**src/rtl/trc_pkg.sv**
```systemverilog
package trc_pkg;
   typedef enum logic {
      MODE_DISCARD = 1'b0,
      MODE_STALL   = 1'b1
   } buf_mode_e;

   localparam int MODE_BIT = 8;
   localparam int STAT_BIT = 9;
endpackage

```
**src/rtl/trc_fifo.sv**
```systemverilog
module trc_fifo #(
   parameter int ENTRY_W = 32,
   parameter int DEPTH   = 16,
   localparam int PTR_W  = $clog2(DEPTH),
   localparam int CNT_W  = $clog2(DEPTH + 1)
) (
   input  logic               clk,
   input  logic               rst_n,
   input  logic               push,
   input  logic               pop,
   input  logic [ENTRY_W-1:0] wdata,
   output logic [ENTRY_W-1:0] rdata,
   output logic [CNT_W-1:0]   count
);
   logic [PTR_W-1:0]   wr_ptr_q, rd_ptr_q;
   logic [CNT_W-1:0]   count_q;
   logic [ENTRY_W-1:0] slot_view [DEPTH];

   if ((DEPTH & (DEPTH - 1)) != 0 || DEPTH < 2) begin : g_bad_depth
      $error("trc_fifo: DEPTH must be a power of two and at least 2");
   end

   for (genvar i = 0; i < DEPTH; i++) begin : g_slot
      logic [ENTRY_W-1:0] q;
      always_ff @(posedge clk) begin
         if (push && wr_ptr_q == PTR_W'(i)) q <= wdata;
      end
      assign slot_view[i] = q;
   end

   always_ff @(posedge clk or negedge rst_n) begin
      if (!rst_n) begin
         wr_ptr_q <= '0;
         rd_ptr_q <= '0;
         count_q  <= '0;
      end else begin
         if (push) wr_ptr_q <= wr_ptr_q + 1'b1;
         if (pop)  rd_ptr_q <= rd_ptr_q + 1'b1;
         case ({push, pop})
            2'b10:   count_q <= count_q + 1'b1;
            2'b01:   count_q <= count_q - 1'b1;
            default: count_q <= count_q;
         endcase
      end
   end

   assign rdata = slot_view[rd_ptr_q];
   assign count = count_q;

   assert_no_overflow_R3: assert property (@(posedge clk) disable iff (!rst_n)
      (push && count_q == CNT_W'(DEPTH)) |-> pop);
   assert_no_underflow_R7: assert property (@(posedge clk) disable iff (!rst_n)
      pop |-> (count_q != '0));
   assert_full_swap_R8: assert property (@(posedge clk) disable iff (!rst_n)
      (count_q == CNT_W'(DEPTH) && push && pop) |=> (count_q == CNT_W'(DEPTH)));
endmodule

```
**src/rtl/trc_stall_ctl.sv**
```systemverilog
module trc_stall_ctl #(
   parameter int DEPTH   = 16,
   parameter int MARGIN  = 4,
   parameter int DROP_W  = 8,
   localparam int CNT_W  = $clog2(DEPTH + 1),
   localparam int THRESH = DEPTH - MARGIN
) (
   input  logic              clk,
   input  logic              rst_n,
   input  trc_pkg::buf_mode_e mode,
   input  logic [CNT_W-1:0]  count,
   input  logic              drop,
   output logic              stall_req,
   output logic [DROP_W-1:0] drop_cnt
);
   logic [DROP_W-1:0] drop_q;

   if (MARGIN < 1 || MARGIN >= DEPTH) begin : g_bad_margin
      $error("trc_stall_ctl: MARGIN must lie in 1 .. DEPTH-1");
   end

   assign stall_req = (mode == trc_pkg::MODE_STALL) && (count >= CNT_W'(THRESH));

   always_ff @(posedge clk or negedge rst_n) begin
      if (!rst_n)                    drop_q <= '0;
      else if (drop && drop_q != '1) drop_q <= drop_q + 1'b1;
   end

   assign drop_cnt = drop_q;

   assert_drop_sat_R9: assert property (@(posedge clk) disable iff (!rst_n)
      (drop_q == '1) |=> (drop_q == '1));
   assert_drop_step_R9: assert property (@(posedge clk) disable iff (!rst_n)
      !drop |=> $stable(drop_q));
endmodule

```
**src/rtl/trc_regs.sv**
```systemverilog
module trc_regs #(
   parameter int ADDR_W    = 4,
   parameter int BUS_W     = 32,
   parameter int DROP_W    = 8,
   parameter int CTRL_ADDR = 0,
   parameter int DROP_ADDR = 1
) (
   input  logic               clk,
   input  logic               rst_n,
   input  logic [ADDR_W-1:0]  bus_addr,
   input  logic               bus_we,
   input  logic [BUS_W-1:0]   bus_wdata,
   output logic [BUS_W-1:0]   bus_rdata,
   input  logic               stall_req,
   input  logic               suspend_in,
   input  logic [DROP_W-1:0]  drop_cnt,
   output trc_pkg::buf_mode_e mode
);
   trc_pkg::buf_mode_e mode_q;
   logic hit_ctrl, hit_drop;

   if (BUS_W <= trc_pkg::STAT_BIT || BUS_W < DROP_W) begin : g_bad_bus
      $error("trc_regs: BUS_W too narrow for the register fields");
   end

   assign hit_ctrl = (bus_addr == ADDR_W'(CTRL_ADDR));
   assign hit_drop = (bus_addr == ADDR_W'(DROP_ADDR));

   always_ff @(posedge clk or negedge rst_n) begin
      if (!rst_n)                   mode_q <= trc_pkg::MODE_DISCARD;
      else if (bus_we && hit_ctrl)  mode_q <= trc_pkg::buf_mode_e'(bus_wdata[trc_pkg::MODE_BIT]);
   end

   always_comb begin
      bus_rdata = '0;
      if (hit_ctrl) begin
         bus_rdata[trc_pkg::MODE_BIT] = mode_q;
         bus_rdata[trc_pkg::STAT_BIT] = stall_req | suspend_in;
      end else if (hit_drop) begin
         bus_rdata[DROP_W-1:0] = drop_cnt;
      end
   end

   assign mode = mode_q;

   assert_mode_hold_R2: assert property (@(posedge clk) disable iff (!rst_n)
      !(bus_we && hit_ctrl) |=> $stable(mode_q));
endmodule

```
**src/rtl/trace_capture_buf.sv**
```systemverilog
module trace_capture_buf #(
   parameter int ENTRY_W   = 32,
   parameter int DEPTH     = 16,
   parameter int MARGIN    = 4,
   parameter int DROP_W    = 8,
   parameter int ADDR_W    = 4,
   parameter int BUS_W     = 32,
   parameter int CTRL_ADDR = 0,
   parameter int DROP_ADDR = 1
) (
   input  logic               clk,
   input  logic               rst_n,
   input  logic               hit_valid,
   input  logic [ENTRY_W-1:0] hit_data,
   output logic               rd_valid,
   input  logic               rd_ready,
   output logic [ENTRY_W-1:0] rd_data,
   output logic               cpu_stall_req,
   input  logic               suspend_in,
   input  logic [ADDR_W-1:0]  bus_addr,
   input  logic               bus_we,
   input  logic [BUS_W-1:0]   bus_wdata,
   output logic [BUS_W-1:0]   bus_rdata
);
   localparam int CNT_W  = $clog2(DEPTH + 1);
   localparam int THRESH = DEPTH - MARGIN;

   logic [CNT_W-1:0]   count;
   logic [DROP_W-1:0]  drop_cnt;
   logic               full, push, pop, drop, stall;
   trc_pkg::buf_mode_e mode;

   if (CTRL_ADDR == DROP_ADDR) begin : g_bad_map
      $error("trace_capture_buf: register offsets must differ");
   end

   assign full     = (count == CNT_W'(DEPTH));
   assign rd_valid = (count != '0);
   assign pop      = rd_valid && rd_ready;
   assign push     = hit_valid && (!full || pop);
   assign drop     = hit_valid && full && !pop;

   trc_fifo #(.ENTRY_W(ENTRY_W), .DEPTH(DEPTH)) u_fifo (
      .clk(clk), .rst_n(rst_n), .push(push), .pop(pop),
      .wdata(hit_data), .rdata(rd_data), .count(count)
   );

   trc_stall_ctl #(.DEPTH(DEPTH), .MARGIN(MARGIN), .DROP_W(DROP_W)) u_stall (
      .clk(clk), .rst_n(rst_n), .mode(mode), .count(count), .drop(drop),
      .stall_req(stall), .drop_cnt(drop_cnt)
   );

   trc_regs #(.ADDR_W(ADDR_W), .BUS_W(BUS_W), .DROP_W(DROP_W),
              .CTRL_ADDR(CTRL_ADDR), .DROP_ADDR(DROP_ADDR)) u_regs (
      .clk(clk), .rst_n(rst_n), .bus_addr(bus_addr), .bus_we(bus_we),
      .bus_wdata(bus_wdata), .bus_rdata(bus_rdata), .stall_req(stall),
      .suspend_in(suspend_in), .drop_cnt(drop_cnt), .mode(mode)
   );

   assign cpu_stall_req = stall;

   assert_discard_no_stall_R3: assert property (@(posedge clk) disable iff (!rst_n)
      (mode == trc_pkg::MODE_DISCARD) |-> !cpu_stall_req);
   assert_stall_level_R4: assert property (@(posedge clk) disable iff (!rst_n)
      (mode == trc_pkg::MODE_STALL && count >= CNT_W'(THRESH)) |-> cpu_stall_req);
   assert_margin_no_drop_R5: assert property (@(posedge clk) disable iff (!rst_n)
      (hit_valid && count < CNT_W'(DEPTH)) |=> (drop_cnt == $past(drop_cnt)));
   assert_drop_needs_full_R3: assert property (@(posedge clk) disable iff (!rst_n)
      (drop_cnt != $past(drop_cnt)) |-> $past(hit_valid && full && !rd_ready));
endmodule

```
**config.mk**
```make
export PLATFORM = sky130hd
export DESIGN_NAME = trace_capture_buf
export DESIGN_NICKNAME = d
export VERILOG_FILES = /design/src/rtl/trc_pkg.sv /design/src/rtl/trc_fifo.sv /design/src/rtl/trc_stall_ctl.sv /design/src/rtl/trc_regs.sv /design/src/rtl/trace_capture_buf.sv
export SDC_FILE = /design/constraint.sdc
export NUM_CORES = 1
export LEC_CHECK = 0
export CAP_MARGIN = 20
export CORE_AREA = 2 2 200 202
export DETAILED_ROUTE_END_ITERATION = 10
export DIE_AREA = 0 0 202 204
export PLACE_DENSITY = 0.84
export SLEW_MARGIN = 0
export SYNTH_ARGS = -nofsm -noshare
export SYNTH_HDL_FRONTEND = slang
export SYNTH_SLANG_ARGS = --single-unit
```
**constraint.sdc**
```tcl
create_clock -name clk -period 8.84 [get_ports clk]
set_input_delay 1.768 -clock clk [delete_from_list [all_inputs] [get_ports clk]]
set_output_delay 1.768 -clock clk [all_outputs]
set_load 0.01 [all_outputs]
```
# [After elaboration in Yosys (flattened, before gate mapping)]
# Index checks and enable logic that the tools add are counted.
# W data, S select, Z words.
[op_classes] addsub=5 order_cmp=2 n_eq_ne=20 muxes=7 n_bitwise=2 reduce_logical=30
[op_table] operator="$bmux W32 S4" count=1
[op_table] operator="$mux W32" count=2
[op_table] operator="$eq A4 B4 Y1 const B" count=8
[op_table] operator="$logic_and A1 B1 Y1" count=23
[op_table] operator="$eq A4 B3 Y1 const B" count=4
[op_table] operator="$mux W8" count=2
[op_table] operator="$pmux W5 S2" count=1
[op_table] operator="$add A4 B1 Y4 const B" count=2
[op_table] operator="$add A8 B1 Y8 const B" count=1
[op_table] operator="$eq A4 B1 Y1 const B" count=2
[op_table] operator="$eq A4 B2 Y1 const B" count=2
[op_table] operator="$logic_not A4 Y1" count=2
[op_table] operator="$ne A8 B8 Y1 const B" count=1
[op_table] operator="$add A5 B1 Y5 const B" count=1
[op_table] operator="$eq A5 B5 Y1 const B" count=1
[op_table] operator="$ge A5 B4 Y1 const B" count=1
[op_table] operator="$ge A5 B5 Y1 const B" count=1
[op_table] operator="$not A4 Y5" count=1
[op_table] operator="$reduce_bool A5 Y1" count=1
[op_table] operator="$sub A5 B1 Y5 const B" count=1
[op_table] operator="$eq A2 B1 Y1 const B" count=1
[op_table] operator="$eq A2 B2 Y1 const B" count=1
[op_table] operator="$logic_not A1 Y1" count=2
[op_table] operator="$mux W2" count=1
[op_table] operator="3 further kinds" count=3
[totals] register_bits=534 inputBits=74 output_inout_bits=66 elab_cells=87

# [Logic depth before layout (Yosys ltp)]
# Gate-level depths: netlist of run 1.
[logic_depth] word_depth=6 ltp_mapped=10

# [Hierarchy]
# A second synthesis of run 1 with hierarchy kept.
[unflattened] cells_unflattened=955 hier_area_um2=20733.6
[modules_own_cells] module="trc_fifo" instances=1 cells_each=874 area_per_inst_um2=19976.7
[modules_own_cells] module="trc_stall_ctl" instances=1 cells_each=35 area_per_inst_um2=405.4
[modules_own_cells] module="trc_regs" instances=1 cells_each=38 area_per_inst_um2=304.0
[modules_own_cells] module="trace_capture_buf" instances=1 cells_each=8 area_per_inst_um2=47.5

# [Worst setup path after synthesis of run 1]
# OpenSTA, ideal clock, no wires.
[synth_path] kind="input -> register" start="input port hit_valid" end="register u_fifo.g_slot[3].q[0] (enable)" arrival_time_ns=5.128 t_required_ns=8.339 slack_ns=3.210 cell_stages=3 n_path_buf=1 cell_sequence="buf_2 o21ai_4 nor4_1"
[synth_between] elab_chain_cells=2
[synth_rtl] element="start, declared" line_no="trace_capture_buf.sv:13" rtl="input logic hit_valid,"
[synth_rtl] element="$logic_and A1 B1 Y1" line_no="trace_capture_buf.sv:40" rtl="assign push = hit_valid && (!full || pop);"
[synth_rtl] element="$logic_and A1 B1 Y1" line_no="trc_fifo.sv:26" rtl="if (push && wr_ptr_q == PTR_W'(i)) q <= wdata;"
[synth_rtl] element="end signal, assigned" line_no="trc_fifo.sv:26"
[synth_rtl] element="end, declared" line_no="trc_fifo.sv:24" rtl="logic [ENTRY_W-1:0] q;"
# Every way passes these cells.
# A chain may end at the register's enable or synchronous reset.

# [Worst setup path after layout of run 1]
[layout_path] start="register u_fifo.rd_ptr_q[1]" end="output port rd_data[17]"
[layout_between] elab_chain_cells=4
[layout_rtl] element="start, declared" line_no="trc_fifo.sv:15" rtl="logic [PTR_W-1:0] wr_ptr_q, rd_ptr_q;"
[layout_rtl] element="start signal, assigned" line_no="trc_fifo.sv:38" rtl="if (pop) rd_ptr_q <= rd_ptr_q + 1'b1;"
[layout_rtl] element="$not A4 Y5 (not written as such)" line_no="trc_fifo.sv:47" rtl="assign rdata = slot_view[rd_ptr_q];"
[layout_rtl] element="$bmux W32 S4" line_no="trc_fifo.sv:47"
[layout_rtl] element="$mux W32 (not written as such) (2 in series)" line_no="trc_fifo.sv:47"
[layout_rtl] element="end, declared" line_no="trace_capture_buf.sv:17" rtl="output logic [ENTRY_W-1:0] rd_data,"
# Every way passes these cells. The select of a mux whose other input is x is not followed.

==> results of run 1 <==
[worst max-delay path by stage]
stage / from / to
floorplan: hit_valid / u_fifo.g_slot[3].q[0]
global placement: bus_addr[1] / bus_rdata[6]
detailed placement: bus_addr[1] / bus_rdata[1]
CTS: u_fifo.rd_ptr_q[1] / rd_data[18]
global route: u_fifo.rd_ptr_q[1] / rd_data[18]
finish: u_fifo.rd_ptr_q[1] / rd_data[17]
[power groups by stage]
stage	registers, mW	clock network, mW	logic [mW]
global placement	3.30	0	2.11
detailed placement	3.33	0	2.17
finish	3.29	2.20	2.19
floorplan	3.17	0	1.49
CTS	3.29	2.23	2.20
global route	3.32	2.32	2.33
[registers in the layout, summed over array words and instances (netlist names)]
register	flops
u_fifo.wr_ptr_q	4
u_fifo.rd_ptr_q	4
u_fifo.g_slot.q	512
u_stall.drop_cnt	8
u_regs.mode	1
u_fifo.count	5
[worst max-delay path: cells and delay by family, from the launching register on]
kind / cells / cell delay (ns)
buffers and inverters: 2 / 1.40
DFF: 1 / 1.04
muxes: 1 / 0.45
AOI/OAI and AO/OA: 1 / 0.25
and+or+nand+nor: 1 / 0.13
[cell type report]
cell class | instances | area, µm²
clock buffer | 57 | 1256
sequential | 534 | 15930
multi-input combinational | 367 | 4571
fill | 2525 | 15240
timing repair buffer | 106 | 1081
tap | 525 | 656.9
inverter | 10 | 37.54
clock inverter | 30 | 412.9
[cell families (layout without fill, tap and decap cells)]
group / Yosys count / after routing
AOI/OAI and AO/OA: 84 / 84
xor gates and xnor gates: 15 / 15
adders and majority gates: 8 / 8
buffers and inverters: 82 / 203
DFF: 534 / 534
muxes: 134 / 134
other: 1 / 22
and+or+nand+nor: 104 / 104
[per-stage QoR]
| step | hold WS, ns | worst slack [ns] | power, mW | utilization, % |
|---|---|---|---|---|
| 2_1_floorplan | 0.4550 | 3.210 | 4.650 | - |
| 3_3_place_gp | 0.4788 | 3.415 | 5.409 | 56.61 |
| 3_5_place_dp | 0.4778 | 3.354 | 5.495 | 56.67 |
| 4_1_cts | 0.4898 | 3.124 | 7.725 | 60.93 |
| 5_1_grt | 0.5305 | 2.973 | 7.966 | 61.12 |
| 6_report | 0.4942 | 3.152 | 7.683 | 61.12 |
[cell usage in the layout (no fill, tap or decap), drive strengths merged, types with 8 or more instances in the layout]
cell type,Yosys,layout
a22oi,64,64
and2,18,18
buf,51,19
bufinv,0,10
clkbuf,21,58
clkdlybuf4s50,0,86
clkinv,0,16
conb,1,22
dfrtp,22,22
edfxtp,512,512
ha,8,8
inv,10,12
mux4,128,128
nand2,38,38
nor2,15,15
xnor2,8,8
[per-layer routing]
metal	global-route usage (%)	up-vias	wire (µm)
met5	0	-	13
met4	7.878	2	1460
met3	4.209	109	3744
met2	39.78	555	24400
met1	28.48	5297	16300
li1	-	4173	-
==> summary.txt, run 1 <==
Outcome
  • Outcome: completed

Placement
  • Placed cell areas: 22200 µm²
  • Routability cong.: 0.7772
  • Placed cells: 1538
  • Post-DP HPWL: 22970 µm
  • Number of buffers added on ports: 86

Synth
  • Proportion of synthesized chip area in sequential cells: 76.72%
  • Number of instances in the synthesized netlist: 962
  • Main area contributors after synthesis: sky130_fd_sc_hd__edfxtp_1 (74%), sky130_fd_sc_hd__mux4_2 (14%), sky130_fd_sc_hd__dfrtp_1 (2.7%)
  • Share of the synthesized area in compound gates (AO/OA/AOI/OAI): 3.188%
  • Largest family of logic cells by synthesized area: multiplexers
  • Most frequent cells after synthesis: sky130_fd_sc_hd__edfxtp_1 (512), sky130_fd_sc_hd__mux4_2 (128), sky130_fd_sc_hd__a22oi_1 (64)
  • Area leader, netlist: sky130_fd_sc_hd__edfxtp_1
  • Warnings from Yosys: 0
  • Number of register bits inferred by synthesis: 534
  • Synth Area in XOR/XNOR: 0.6329%
  • Proportion of netlist area held by the largest area contributor: 74.06%
  • Post-synthesis instance area: 20760 µm²
  • Cell with the most instances after synthesis: sky130_fd_sc_hd__edfxtp_1
  • Commonest register cell after synthesis: sky130_fd_sc_hd__edfxtp_1
  • Synth Area in Simple Gates: 2.646%
  • Mux share of post-synthesis cell area: 14.24%
  • Post-synthesis async set-or-reset flop share: 4.120%
  • Post-Synth Adder-Cell Area: 0.4822%
  • Number of enable-type register cells in the synthesized netlist: 512
  • Mean cell area of the mapped netlist: 21.58 µm²
  • Number of distinct library cell variants in the gate-level netlist after synthesis: 53

Power
  • Switching power of the nets: 2.239 mW
  • Internal power summed over all cells: 5.443 mW
  • Share of power burned in the clock network: 28.7%
  • Logic pwr share: 28.5%
  • Peak VDD IR: 266.5 µV
  • Seq pwr share: 42.8%
  • Pwr Density: 320.8 nW/µm²
  • Sw frac: 29.15%
  • Leakage power total: 7.718 nW

Cells and area
  • Non-filler instance count after layout: 1629
  • Share of final-layout standard cells stronger than drive strength 1: 23.19%
  • Area growth syn-to-layout: 15.36%
  • Diode count: 0
  • Number of nets in the final layout: 1150
  • Design Area, Final: 23950 µm²

Global route
  • Largest net degree at the start of global routing: 101
  • Antenna violations before repair: 1
  • Global-route total usage across every layer: 22.63%
  • Overall overflow remaining after global route: 0
  • Global-route wire length before repair: 67810 µm
  • Via count of the first global-routing pass: 10670

Timing
  • Final worst-path cycle share: 64.35%
  • Minimum clock period: 5.688 ns
  • Setup repair after global routing missed its margin: no
  • Worst setup skew after layout: 0.01122 ns
  • Measured slew at the worst slew-check pin: 1.125 ns
  • Final Setup Violations: 0
  • Max Fclk: 175.8 MHz
  • Final hold violations: 0
  • Fin. max-slew vios: 0
  • Sum of negative setup slack: 0 ns
  • Headroom to the max-slew limit: 24.97%

Clocking
  • CTS tree: built
  • Clock Root Buffer: sky130_fd_sc_hd__clkbuf_16
  • H-tree level count: 2
  • Post-CTS setup-driven buffer insertion count: 0
  • Post-CTS Hold Fix Bufs: 0
  • Number of buffers inserted during clock tree synthesis: 49
  • Clock latency on the worst-skew pair: 0.57 ns
  • Post-CTS resize count: 0
  • Clock-pin slew on the worst setup and hold paths: 0.06 ns
  • Maximum clock insertion buffer count: 3
  • Clock sink count: 534

Floorplan
  • Height of the die: 204 µm
  • Die span in x: 202 µm
  • I/O pins: 140
  • Number of cell rows: 73
  • Core ar.: 39180 µm²
  • Area of the die: 41210 µm²
  • Initial standard-cell utilization of the core: 52.98%

Critical path
  • R2R Path End: u_fifo.g_slot[15].q[9]
  • Slowest cell on the critical path: sky130_fd_sc_hd__dfrtp_4
  • R2R Path Start: u_fifo.count[1]
  • Flop2flop setup slack: 5.92 ns
  • Data arrival time of the worst path: 3.92 ns
  • Crit path largest cell delay: 1.04 ns
  • Element type at the critical path start: flip-flop
  • Start-to-end type of the worst setup path: reg2out
  • Maximum fanout encountered on the critical timing path: 69
  • Worst Path Required: 7.07 ns
  • Cells on worst reg2reg path: 5
  • Ordered list of cells on the worst path: buf_4 -> mux4_2 -> a22oi_1 -> nand2_1 -> clkdlybuf4s50_1
  • Sort of element at the end of the critical path: output port

Routing
  • Routed via count divided by cell count: 6.222
  • Remaining routing DRC violations: 0
  • Antenna viol nets, final: 0
  • Detailed-route via count: 10140
  • Drt pass-1 iters: 7
  • Wire per inst: 28.19 µm
  • DRT Wirelength: 45920 µm
  • Violation count after the first detailed-route iteration: 1081

Hold path
  • Tightest Hold Check Type: reg2reg
  • Origin of the worst min-delay path: u_stall.drop_cnt[7]
  • Endpoint, Worst Hold: u_stall.drop_cnt[7]
  • Cell depth of the worst min-delay path: 1

Job
  • Max-cap violations: 0
Power figures use the tool's default switching activity.
==> run 2, diff against run 1 <==
- CORE_AREA: 2 2 200 202 -> 2 2 201 203
- DIE_AREA: 0 0 202 204 -> 0 0 203 205
- PLACE_DENSITY: 0.84 -> 0.86
- clock period: 8.84 -> 5.1 ns (I/O delays scaled with it)
==> summary.txt, run 2 (same netlist as run 1, synthesis figures left out) <==
Global route
  • Via count of the first global-routing pass: 10680 (+0.084%)
  • Overall overflow remaining after global route: 0 (unchanged)
  • Largest net degree at the start of global routing: 73 (-28%)
  • Global-route total usage across every layer: 22.16% (-0.47 points)
  • Global-route wire length before repair: 67250 µm (-0.82%)
  • Antenna violations before repair: 3 (+2)

Timing
  • Sum of negative setup slack: 0 ns (unchanged)
  • Final worst-path cycle share: 87.36%
  • Post-route setup slack: 0.6446 ns (-2.507 ns)
  • Measured slew at the worst slew-check pin: 1.129 ns (+0.003266 ns)
  • Max Fclk: 224.4 MHz
  • Worst-case hold slack: 0.5143 ns (+0.02012 ns)
  • Headroom to the max-slew limit: 24.75% (-0.22 points)
  • Fin. max-slew vios: 0 (unchanged)
  • Final Setup Violations: 0 (unchanged)
  • Setup repair after global routing missed its margin: no
  • Worst setup skew after layout: 0.01924 ns (+0.008021 ns)
  • Final hold violations: 0 (unchanged)
  • Minimum clock period: 4.455 ns

Critical path
  • Sort of element at the end of the critical path: output port
  • Data arrival time of the worst path: 3.44 ns (-0.48 ns)
  • Worst Path Required: 4.08 ns (-2.99 ns)
  • Start-to-end type of the worst setup path: reg2out
  • Crit path largest cell delay: 1.15 ns (+0.11 ns)
  • Ordered list of cells on the worst path: buf_4 -> mux4_2 -> a22oi_1 -> nand2_1 -> clkdlybuf4s50_1
  • Element type at the critical path start: flip-flop
  • Maximum fanout encountered on the critical timing path: 72 (+4.3%)
  • Slowest cell on the critical path: sky130_fd_sc_hd__dfrtp_4

Clocking
  • Clock latency on the worst-skew pair: 0.56 ns (about the same)
  • Post-CTS setup-driven buffer insertion count: 0 (unchanged)
  • Clock Root Buffer: sky130_fd_sc_hd__clkbuf_16
  • CTS tree: built
  • H-tree level count: 2 (unchanged)
  • Clock sink count: 534 (unchanged)
  • Number of buffers inserted during clock tree synthesis: 49 (unchanged)
  • Post-CTS resize count: 0 (unchanged)
  • Maximum clock insertion buffer count: 3 (unchanged)
  • Clock-pin slew on the worst setup and hold paths: 0.06 ns (about the same)
  • Post-CTS Hold Fix Bufs: 0 (unchanged)

Cells and area
  • Multi-input logic area: 4571 µm² (unchanged)
  • Number of filler instances in the final layout: 2561 (+1.4%)
  • Design Area, Final: 23910 µm² (-0.17%)
  • Post-route core utilization: 60.73% (-0.39 points)
  • Area growth syn-to-layout: 15.16%
  • Most frequent cells in the layout: sky130_fd_sc_hd__edfxtp_1 (512), sky130_fd_sc_hd__mux4_2 (128), sky130_fd_sc_hd__clkdlybuf4s50_1 (86)
  • Largest reg by FF count: u_fifo.g_slot.q
  • Share of final-layout standard cells stronger than drive strength 1: 22.75% (-0.44 points)
  • Footprint of the flip-flops and latches: 15930 µm² (unchanged)
  • Number of flip-flops in the largest register: 512 (unchanged)
  • Non-filler instance count after layout: 1638 (+0.55%)
  • Most frequent standard cell in the layout excluding fill and tap cells: sky130_fd_sc_hd__edfxtp_1
  • Number of nets in the final layout: 1157 (+0.61%)

Floorplan
  • Number of cell rows: 73 (unchanged)
  • Area of the die: 41620 µm² (+0.99%)
  • Initial standard-cell utilization of the core: 52.73% (-0.25 points)
  • Die span in x: 203 µm (+0.50%)
  • I/O pins: 140 (unchanged)
  • Core ar.: 39370 µm² (+0.47%)
  • Height of the die: 205 µm (+0.49%)

Routing
  • Routed via count divided by cell count: 6.272 (+0.79%)
  • DRT Wirelength: 45590 µm (-0.71%)
  • Remaining routing DRC violations: 0 (unchanged)
  • Violation count after the first detailed-route iteration: 1137 (+5.2%)
  • Antenna viol nets, final: 0 (unchanged)
  • Wire per inst: 27.83 µm (-1.3%)
  • Detailed-route via count: 10270 (+1.4%)
  • Drt pass-1 iters: 5 (-2)

Power
  • Leakage power total: 7.680 nW (-0.50%)
  • PnR Total Power: 13.07 mW (+70%)
  • Peak VDD IR: 354.2 µV (+33%)
  • Pwr Density: 546.5 nW/µm² (+70%)

Placement
  • Placed cell areas: 22320 µm² (+0.52%)
  • Place WS: 1.064 ns (-2.290 ns)
  • Routability cong.: 0.7544 (-2.9%)
  • Placed cells: 1545 (+0.46%)
  • Number of buffers added on ports: 86 (unchanged)
  • Post-DP HPWL: 23270 µm (+1.3%)

Hold path
  • Tightest Hold Check Type: reg2reg

Outcome
  • Outcome: completed

Job
  • Max-cap violations: 0 (unchanged)
## run 2: cell types whose count changed in the layout (fill, tap and decap cells not counted), sizes merged
cell,previous run,this run
buf,19,27
bufinv,10,2
clkbuf,58,66
clkinv,16,15
clkinvlp,2,4
diode,0,1
inv,12,11
## run 2: path summary, 6_finish.rpt
path / from / endpoint / slack [ns] / cells after the start
worst min-delay path: u_stall.drop_cnt[7] / u_stall.drop_cnt[7] / 0.51 / 1
worst max-delay path: u_fifo.rd_ptr_q[1] / rd_data[17] / 0.64 / 5
max in group asynchronous: rst_n / u_fifo.rd_ptr_q[0] / 3.87 / 2
worst min register to register: u_stall.drop_cnt[7] / u_stall.drop_cnt[7] / 0.51 / 1
worst max register to register: u_fifo.count[1] / u_fifo.g_slot[13].q[1] / 2.23 / 5
min in group asynchronous: rst_n / u_stall.drop_cnt[5] / 0.78 / 1
## run 2: worst max-delay path, delay by kind of cell (launching register included)
kind | cells | cell delay, ns
AND/OR/NAND/NOR | 1 | 0.10
flip-flops | 1 | 1.15
buffers and inverters | 2 | 0.93
AO/OA/AOI/OAI | 1 | 0.29
multiplexers | 1 | 0.36
## run 2: routing by layer
layer	GRT usage, %	vias up	wire (µm)
met5	0	-	27
met4	7.925	4	1406
met3	4.057	109	3577
met2	38.47	601	23690
met1	28.27	5364	16890
li1	-	4195	-
## run 2: cell type report
cell class              instances  area share, %
diodes                          1        0.01047
clock buffers                  66          5.574
clock inverters                22         0.6908
inverters                      10         0.1570
multi-input cells             367          19.12
flip-flops and latches        534          66.65
well taps                     525          2.748
repair buffers                113          5.056
## run 2: report_power, final
part | switching (mW) | internal [mW] | total [mW]
Sequential | 0.439 | 5.29 | 5.73
Clock | 1.54 | 1.93 | 3.47
Combinational | 1.92 | 1.95 | 3.87
==> run 3, diff against run 2 <==
- ABC_AREA: not set -> 0
- SLEW_MARGIN: 0 -> 25
==> summary.txt, run 3 (same netlist as run 1, synthesis figures left out) <==
Cells and area
  • Number of flip-flops in the largest register: 512 (unchanged)
  • Number of nets in the final layout: 1156 (-0.086%)
  • Share of final-layout standard cells stronger than drive strength 1: 23.32% (+0.57 points)
  • Area growth syn-to-layout: 15.97%
  • Multi-input logic area: 4578 µm² (+0.16%)
  • Most frequent cells in the layout: sky130_fd_sc_hd__edfxtp_1 (512), sky130_fd_sc_hd__mux4_2 (128), sky130_fd_sc_hd__clkdlybuf4s50_1 (85)
  • Most frequent standard cell in the layout excluding fill and tap cells: sky130_fd_sc_hd__edfxtp_1
  • Largest reg by FF count: u_fifo.g_slot.q
  • Footprint of the flip-flops and latches: 15930 µm² (unchanged)
  • Design Area, Final: 24070 µm² (+0.70%)
  • Number of filler instances in the final layout: 2539 (-0.86%)

Global route
  • Via count of the first global-routing pass: 10930 (+2.3%)
  • Overall overflow remaining after global route: 0 (unchanged)
  • Largest net degree at the start of global routing: 73 (unchanged)
  • Global-route wire length before repair: 68500 µm (+1.9%)
  • Antenna violations before repair: 3 (unchanged)
  • Global-route total usage across every layer: 22.72% (+0.56 points)

Clocking
  • Post-CTS resize count: 0 (unchanged)
  • Clock latency on the worst-skew pair: 0.56 ns (about the same)
  • Post-CTS Hold Fix Bufs: 0 (unchanged)
  • Clock sink count: 534 (unchanged)
  • Clock-pin slew on the worst setup and hold paths: 0.06 ns (about the same)
  • H-tree level count: 2 (unchanged)
  • Clock Root Buffer: sky130_fd_sc_hd__clkbuf_16
  • Number of buffers inserted during clock tree synthesis: 50 (+2.0%)
  • Post-CTS setup-driven buffer insertion count: 0 (unchanged)
  • CTS tree: built
  • Maximum clock insertion buffer count: 3 (unchanged)

Critical path
  • Element type at the critical path start: flip-flop
  • R2R Path End: u_fifo.g_slot[13].q[4]
  • Maximum fanout encountered on the critical timing path: 36 (-50%)
  • Sort of element at the end of the critical path: output port
  • Cells on worst reg2reg path: 5 (unchanged)
  • Data arrival time of the worst path: 3.36 ns (-0.08 ns)
  • R2R Path Start: u_fifo.count[1]
  • Flop2flop setup slack: 2.23 ns (about the same)
  • Start-to-end type of the worst setup path: reg2out
  • Worst Path Required: 4.08 ns (about the same)

Timing
  • Final Setup Violations: 0 (unchanged)
  • Fin. max-slew vios: 0 (unchanged)
  • Minimum clock period: 4.381 ns (-0.07451 ns)
  • Max Fclk: 228.3 MHz (+1.7%)
  • Headroom to the max-slew limit: 34.92% (+10 points)
  • Worst setup skew after layout: 0.009316 ns (-0.009926 ns)
  • Measured slew at the worst slew-check pin: 0.9762 ns (-0.1525 ns)
  • Final worst-path cycle share: 85.90% (-1.5 points)
  • Sum of negative setup slack: 0 ns (unchanged)
  • Final hold violations: 0 (unchanged)
  • Setup repair after global routing missed its margin: no

Outcome
  • Outcome: completed

Placement
  • Routability cong.: 0.7544 (unchanged)
  • Placed cell areas: 22330 µm² (about the same)
  • Number of buffers added on ports: 86 (unchanged)
  • Post-DP HPWL: 23460 µm (+0.83%)

Power
  • Leakage power total: 7.777 nW (+1.3%)
  • Peak VDD IR: 267.5 µV (-24%)
  • Pwr Density: 560.4 nW/µm² (+2.5%)

Routing
  • Antenna viol nets, final: 0 (unchanged)
  • Detailed-route via count: 10280 (+0.039%)
  • Wire per inst: 28.35 µm (+1.9%)
  • Remaining routing DRC violations: 0 (unchanged)
  • DRT Wirelength: 46560 µm (+2.1%)
  • Drt pass-1 iters: 5 (unchanged)
  • Routed via count divided by cell count: 6.259 (-0.20%)
  • Violation count after the first detailed-route iteration: 1172 (+3.1%)

Floorplan
  • Height of the die: 205 µm (unchanged)
  • Die span in x: 203 µm (unchanged)
  • Core ar.: 39370 µm² (unchanged)
  • Initial standard-cell utilization of the core: 52.73% (unchanged)
  • Area of the die: 41620 µm² (unchanged)
  • Number of cell rows: 73 (unchanged)
  • I/O pins: 140 (unchanged)

Hold path
  • Tightest Hold Check Type: in2async

Job
  • Max-cap violations: 0 (unchanged)
## run 3: cell count changes in the layout (fill, tap and decap cells not counted)
cell,change
sky130_fd_sc_hd__clkbuf_1,-7
sky130_fd_sc_hd__and2_2,-6
sky130_fd_sc_hd__and2_4,+6
sky130_fd_sc_hd__bufinv_16,+6
sky130_fd_sc_hd__clkinv_1,+4
sky130_fd_sc_hd__buf_12,-2
sky130_fd_sc_hd__clkbuf_16,+2
sky130_fd_sc_hd__clkinv_2,+2
sky130_fd_sc_hd__clkinvlp_4,-2
sky130_fd_sc_hd__buf_16,-1
sky130_fd_sc_hd__buf_2,+1
sky130_fd_sc_hd__buf_8,+1
sky130_fd_sc_hd__clkdlybuf4s50_1,-1
sky130_fd_sc_hd__diode_2,+1
## run 3: metrics by stage
step                      std cells  utilization, %  setup slack [ns]  power [mW]  hold WS [ns]
after floorplan                 983               -            0.2185       8.060        0.4550
after global placement         1545           56.70             1.182       9.472        0.4794
after detailed placement       1546           56.73             1.072       9.608        0.5168
after CTS                      1639           61.08            0.6202       13.55        0.5282
after global routing           1642           61.15            0.5509       13.95        0.4659
final                          1642           61.15            0.7191       13.49        0.4232
## run 3: final cells by class
cell class              count  area share [%]
flip-flops and latches    534           66.19
clock inverters            32           1.476
well taps                 525           2.729
repair buffers            111           4.782
diodes                      2         0.02079
clock buffers              61           5.634
multi-input cells         367           19.02
inverters                  10          0.1559
## run 3: critical path: stages (launching register included)
cell and delay [ns]:
sky130_fd_sc_hd__dfrtp_4 0.95, sky130_fd_sc_hd__buf_4 0.38, sky130_fd_sc_hd__mux4_2 0.56, sky130_fd_sc_hd__a22oi_1 0.25
sky130_fd_sc_hd__nand2_1 0.13, sky130_fd_sc_hd__clkdlybuf4s50_1 0.50
## run 3: routing by layer
metal	up-vias	track usage (%)	part of all wire (%)
met5	-	0	0.028
met3	147	4.104	8.1
met4	2	10.87	4.4
met1	5314	28.10	36
li1	4188	-	-
met2	626	39.14	52
## run 3: worst max path at each step
stage                        from                     to  slack [ns]
2_1_floorplan           hit_valid  u_fifo.g_slot[3].q[0]        0.22
3_3_place_gp          bus_addr[1]           bus_rdata[6]        1.18
3_5_place_dp          bus_addr[1]           bus_rdata[1]        1.07
4_1_cts        u_fifo.rd_ptr_q[1]             rd_data[8]        0.62
5_1_grt        u_fifo.rd_ptr_q[0]            rd_data[28]        0.55
6_report       u_fifo.rd_ptr_q[0]            rd_data[28]        0.72
## run 3: where the power goes
group / total (mW) / internal [mW] / switching, mW
registers: 5.68 / 5.29 / 0.389
logic: 3.94 / 1.94 / 2.00
clock network: 3.87 / 2.29 / 1.58
total: 13.5 / 9.53 / 3.97
